**config.mk**
```make
export PLATFORM = sky130hd
export DESIGN_NAME = irq_mode_ctl
export DESIGN_NICKNAME = d
export VERILOG_FILES = /design/src/rtl/irqm_pkg.sv /design/src/rtl/irqm_port_decode.sv /design/src/rtl/irqm_mode_regs.sv /design/src/rtl/irqm_route.sv /design/src/rtl/irq_mode_ctl.sv
export SDC_FILE = /design/constraint.sdc
export NUM_CORES = 1
export LEC_CHECK = 0
export BUFFER_PORTS_ARGS = -buffer_cell sky130_fd_sc_hd__buf_2
export CORE_ASPECT_RATIO = 0.8
export CORE_UTILIZATION = 45
export DETAILED_ROUTE_END_ITERATION = 16
export PLACE_DENSITY_LB_ADDON = 0.2
export SKIP_LAST_GASP = 1
export SYNTH_ARGS = -nofsm -noshare
export SYNTH_HDL_FRONTEND = slang
export SYNTH_SLANG_ARGS = --single-unit
```
**constraint.sdc**
```tcl
create_clock -name clk -period 3.4 [get_ports clk]
set_clock_uncertainty 0.05 [all_clocks]
set_input_delay 0.17 -clock clk [delete_from_list [all_inputs] [get_ports clk]]
set_output_delay 0.17 -clock clk [all_outputs]
set_load 0.01 [all_outputs]
```
**src/rtl/irqm_pkg.sv**
```systemverilog
package irqm_pkg;

  typedef enum logic {
    ROUTE_DIRECT = 1'b0,
    ROUTE_LAPIC  = 1'b1
  } route_e;

  function automatic logic addr_match(input logic [15:0] a, input logic [15:0] port);
    return a == port;
  endfunction

endpackage

```
**src/rtl/irqm_port_decode.sv**
```systemverilog
module irqm_port_decode #(
  parameter int          ADDR_W     = 16,
  parameter logic [15:0] INDEX_PORT = 16'h0022,
  parameter logic [15:0] DATA_PORT  = 16'h0023
) (
  input  logic              clk,
  input  logic              rst,
  input  logic              wr_en,
  input  logic              rd_en,
  input  logic [ADDR_W-1:0] addr,
  output logic              wr_index,
  output logic              wr_data,
  output logic              rd_index,
  output logic              rd_data
);
  localparam logic [ADDR_W-1:0] IDX_A = INDEX_PORT[ADDR_W-1:0];
  localparam logic [ADDR_W-1:0] DAT_A = DATA_PORT[ADDR_W-1:0];

  logic hit_idx, hit_dat;

  always_comb begin
    hit_idx  = (addr == IDX_A);
    hit_dat  = (addr == DAT_A);
    wr_index = wr_en & hit_idx;
    wr_data  = wr_en & hit_dat;
    rd_index = rd_en & hit_idx;
    rd_data  = rd_en & hit_dat;
  end

  // a single access never selects both ports
  a_r12_one_port: assert property (@(posedge clk) disable iff (rst)
    $onehot0({wr_index, wr_data}) && $onehot0({rd_index, rd_data}));

endmodule

```
**src/rtl/irqm_mode_regs.sv**
```systemverilog
module irqm_mode_regs
  import irqm_pkg::*;
#(
  parameter int          DATA_W   = 8,
  parameter logic [7:0]  MODE_SEL = 8'h70,
  parameter bit          READABLE = 1'b1
) (
  input  logic              clk,
  input  logic              rst,
  input  logic              init,
  input  logic              wr_index,
  input  logic              wr_data,
  input  logic              rd_index,
  input  logic              rd_data,
  input  logic [DATA_W-1:0] wdata,
  output route_e            mode,
  output logic [DATA_W-1:0] rdata
);
  localparam logic [DATA_W-1:0] SEL = DATA_W'(MODE_SEL);

  logic [DATA_W-1:0] index_q;
  route_e            mode_q;
  logic              selected;

  assign selected = (index_q == SEL);
  assign mode     = mode_q;

  always_ff @(posedge clk) begin
    if (rst || init) begin
      index_q <= '0;
      mode_q  <= ROUTE_DIRECT;
    end else begin
      if (wr_index)
        index_q <= wdata;
      if (wr_data && selected)
        mode_q <= route_e'(wdata[0]);
    end
  end

  generate
    if (READABLE) begin : g_rd
      always_ff @(posedge clk) begin
        if (rst)
          rdata <= '0;
        else if (rd_index)
          rdata <= index_q;
        else if (rd_data && selected)
          rdata <= {{(DATA_W-1){1'b0}}, mode_q};
        else
          rdata <= '0;
      end
    end else begin : g_wo
      assign rdata = '0;
    end
  endgenerate

  // INIT clears both registers
  a_r2_init_clears: assert property (@(posedge clk) disable iff (rst)
    init |=> (index_q == '0) && (mode_q == ROUTE_DIRECT));

  // selected data write stores bit 0
  a_r4_store_bit0: assert property (@(posedge clk) disable iff (rst)
    (!init && wr_data && selected) |=> (mode_q == route_e'($past(wdata[0]))));

  // no selected write, no change
  a_r5_mode_hold: assert property (@(posedge clk) disable iff (rst)
    (!init && !(wr_data && selected)) |=> $stable(mode_q));

  // index changes only on an index-port write
  a_r7_index_hold: assert property (@(posedge clk) disable iff (rst)
    (!init && !wr_index) |=> $stable(index_q));

  // no read, no data on the bus
  a_r11_idle_zero: assert property (@(posedge clk) disable iff (rst)
    (!rd_index && !rd_data) |=> (rdata == '0));

endmodule

```
**src/rtl/irqm_route.sv**
```systemverilog
module irqm_route
  import irqm_pkg::*;
(
  input  logic   clk,
  input  logic   rst,
  input  route_e mode,
  input  logic   pic_intr,
  input  logic   nmi,
  output logic   cpu_intr,
  output logic   cpu_nmi,
  output logic   lint0,
  output logic   lint1
);
  always_comb begin
    cpu_intr = 1'b0;
    cpu_nmi  = 1'b0;
    lint0    = 1'b0;
    lint1    = 1'b0;
    case (mode)
      ROUTE_DIRECT: begin
        cpu_intr = pic_intr;
        cpu_nmi  = nmi;
      end
      ROUTE_LAPIC: begin
        lint0 = pic_intr;
        lint1 = nmi;
      end
      default: ;
    endcase
  end

  // direct route
  a_r8_direct_path: assert property (@(posedge clk) disable iff (rst)
    (mode == ROUTE_DIRECT) |-> (cpu_intr == pic_intr) && (cpu_nmi == nmi) && !lint0 && !lint1);

  // local-controller route
  a_r9_lapic_path: assert property (@(posedge clk) disable iff (rst)
    (mode == ROUTE_LAPIC) |-> (lint0 == pic_intr) && (lint1 == nmi) && !cpu_intr && !cpu_nmi);

endmodule

```
**src/rtl/irq_mode_ctl.sv**
```systemverilog
module irq_mode_ctl
  import irqm_pkg::*;
#(
  parameter int          ADDR_W     = 16,
  parameter int          DATA_W     = 8,
  parameter logic [15:0] INDEX_PORT = 16'h0022,
  parameter logic [15:0] DATA_PORT  = 16'h0023,
  parameter logic [7:0]  MODE_SEL   = 8'h70,
  parameter bit          READABLE   = 1'b1
) (
  input  logic              clk,
  input  logic              rst,
  input  logic              init,
  input  logic              io_wr_i,
  input  logic              io_rd_i,
  input  logic [ADDR_W-1:0] io_addr_i,
  input  logic [DATA_W-1:0] io_wdata_i,
  output logic [DATA_W-1:0] io_rdata_o,
  input  logic              pic_intr_i,
  input  logic              nmi_i,
  output logic              cpu_intr_o,
  output logic              cpu_nmi_o,
  output logic              lint0_o,
  output logic              lint1_o
);
  logic   wr_index, wr_data, rd_index, rd_data;
  route_e mode;

  irqm_port_decode #(
    .ADDR_W(ADDR_W), .INDEX_PORT(INDEX_PORT), .DATA_PORT(DATA_PORT)
  ) u_dec (
    .clk(clk), .rst(rst),
    .wr_en(io_wr_i), .rd_en(io_rd_i), .addr(io_addr_i),
    .wr_index(wr_index), .wr_data(wr_data),
    .rd_index(rd_index), .rd_data(rd_data)
  );

  irqm_mode_regs #(
    .DATA_W(DATA_W), .MODE_SEL(MODE_SEL), .READABLE(READABLE)
  ) u_regs (
    .clk(clk), .rst(rst), .init(init),
    .wr_index(wr_index), .wr_data(wr_data),
    .rd_index(rd_index), .rd_data(rd_data),
    .wdata(io_wdata_i), .mode(mode), .rdata(io_rdata_o)
  );

  irqm_route u_route (
    .clk(clk), .rst(rst), .mode(mode),
    .pic_intr(pic_intr_i), .nmi(nmi_i),
    .cpu_intr(cpu_intr_o), .cpu_nmi(cpu_nmi_o),
    .lint0(lint0_o), .lint1(lint1_o)
  );

  // reset returns to the direct route
  a_r1_reset_direct: assert property (@(posedge clk) disable iff (init)
    rst |=> (mode == ROUTE_DIRECT));

endmodule

```
==> flow_summary.yaml <==
global_route:
  grt_pass1_wl_microns: 2780
  grt-ovfl-total: 0
  grt_pass1_vias: 635
  grt_max_degree: 11
  antenna_found_initial: 0
  grt_usage: 0.205
clock_network:
  post_cts_buffers: 0
  clk_latency_ns: 0.27
  cts.clk_slew.worst_paths_ns: 0.10
  cts_buffers: 3
  post_cts_resized: 0
  cts.sinks: 17
  cts.htree.levels: 1
  ctsHoldBuffers: 0
  clockRootBuffer: "clkbuf_4"
  clockBufferDepth: 2
  tritoncts: "built"
synth:
  syn-num-nets: 113
  syn_avg_cell_area_sq_um: 9.51
  ys_types: 25
  synth_top_area_share: 0.437
  synth.area.top_cells: "dfxtp_1 (44%), o31ai_1 (7.7%), and2_2 (6.7%)"
  synthCells: 82
  yosysTopAreaCell: "dfxtp_1"
  ys_seq_area_frac: 0.437
  yosysWarnings: 0
  synthesis.area_sq_um: 779
  synth_seq_cells: 17
critical_path:
  crit_type: "input pin to flop"
  r2r_start: "u_regs.index_q[7]"
  r2r-end: "u_regs.mode"
  cp-start-kind: "input pin"
  r2r_cells: 4
  critPathRequiredTime_ns: 3.58
  worstPathArrival_ns: 1.90
  cp-end-kind: "flop"
  crit_fanout: 10
  r2r_slack_ns: 1.79
die:
  dieArea_sq_um: 1900
  die_height_microns: 39.2
  start_util: 0.479
  pin_count: 43
  core_area_sq_um: 1630
  fp-row-count: 13
  die_x_microns: 48.5
detailed_routing:
  drt_wl_total_microns: 1750
  drt_iter0_markers: 18
  vias: 785
  drt_pass1_iterations: 6
  via_per_inst: 5.38
  drc: 0
  avgRoutedWirePerCell_microns: 12.0
  drtAntennaViolNets: 0
placed_design:
  post-place-ws_ns: 1.36
  io_buffers: 42
  place_area_sq_um: 998
  dp_hpwl_microns: 1370
  place_congestion: 0.758
power_and_ir_drop:
  power_density_nw_per_um2: 327
  power.leakage_uw: 0.000435
  ir_worst_vdd_v: 0.000165
finish:
  nets: 156
  stdcell_area_sq_um: 1020
  final_util: 0.630
  drive_gt1_frac: 0.476
  area_growth_pct: 31.5
  multi_input_area_sq_um: 413
  antenna_cells: 0
  fillers: 136
  regArea_sq_um: 340
timing:
  grt_setup_unrepaired: "false"
  period_share: 0.506
  clock.fmax_ghz: 0.581
  timing.final.crit_period_ns: 1.72
  tns_ns: 0
  finalSetupViolCount: 0
  final_hold_viol_count: 0
  finalMaxSlewViolations: 0
  relSlewSlack: 0.629
  whs_ns: 0.0837
  tightestPinTransition_ns: 0.555
  worst_slack_ns: 1.68
worst_hold_path:
  min_from: "io_wdata_i[0]"
  hold_class: "input pin to flop"
  hold-path-cell-count: 3
  hold-path-endpoint: "u_regs.mode"
outcome:
  status: "complete, no violations"
flow_run:
  cap_violations: 0
==> routing by layer <==
layer	up-vias	part of all wire	track usage
li1	395	-	-
met1	339	0.43	0.235
met2	47	0.46	0.363
met3	4	0.080	0.0431
met4	0	0.022	0.132
met5	-	0	0
==> synth_stat cells <==
master and number:
a21oi_1 9, nand4b_1 1, nand2b_1 3, dfxtp_1 17, nor4_4 1, or2_2 1, nor4_1 4, or4_4 1
nor3_1 1, nand2_1 2, nand2_2 1, nand4_1 8, nor2_1 1, nor4b_1 1, and2_1 3, buf_1 3
or4b_4 1, and2_2 7, nand3_1 1, mux2i_1 1, clkbuf_1 1, buf_6 1, or4b_2 1, o31ai_1 8
nor2b_1 4
==> metrics by stage <==
step / power [uW] / cells
finish: 335 / 146
global route: 353 / 146
CTS: 335 / 146
detailed placement: 236 / 142
global placement: 235 / 142
floorplan: 215 / 82
==> area by class of cell <==
cell class              instances  area share
repair buffers                 43       0.212
well taps                      22      0.0269
clock buffers                   4      0.0256
flip-flops and latches         17       0.332
multi-input cells              60       0.403
==> power by group <==
| part | internal [uW] | switching, uW |
|---|---|---|
| clock network | 45.5 | 58.3 |
| registers | 199 | 0.000196 |
| logic | 16.7 | 15.3 |
| total | 261 | 73.6 |
==> worst max-delay path by stage <==
stage,start,end
floorplan,io_addr_i[12],u_regs.rdata[1]
global placement,io_addr_i[12],u_regs.rdata[3]
detailed placement,io_addr_i[12],u_regs.rdata[6]
CTS,io_addr_i[12],u_regs.rdata[5]
global route,io_addr_i[12],u_regs.rdata[5]
finish,io_addr_i[12],u_regs.rdata[5]
==> critical path: stages <==
cell    delay (ns)
buf_2         0.10
or4b_4        0.53
or4_4         0.52
nor4_4        0.38
and2_2        0.20
==> placed cells by master (no fill, tap or decap), drive strengths merged <==
cell type / instances
nand2: 3
clkbuf: 4
and2: 10
nand4: 8
nor2: 1
nor2b: 4
nor3: 1
mux2i: 1
a21oi: 9
nand3: 1
or4b: 2
or4: 1
or2: 1
nor4: 5
buf: 43
nor4b: 1
dfxtp: 17
nand4b: 1
o31ai: 8
nand2b: 3
==> kinds of logic (layout without fill, tap and decap cells) <==
| logic type | Yosys count | after routing | synth area share |
|---|---|---|---|
| and+or+nand+nor | 42 | 42 | 0.382 |
| AOI/OAI and AO/OA | 17 | 17 | 0.135 |
| DFF | 17 | 17 | 0.437 |
| muxes | 1 | 1 | 0.0128 |
| buffers and inverters | 5 | 47 | 0.0337 |
==> flip-flops by register name, indices dropped and copies added, names as in the netlist <==
register	count
u_regs.mode	1
u_regs.index_q	8
u_regs.rdata	8
Power figures use the tool's default switching activity.
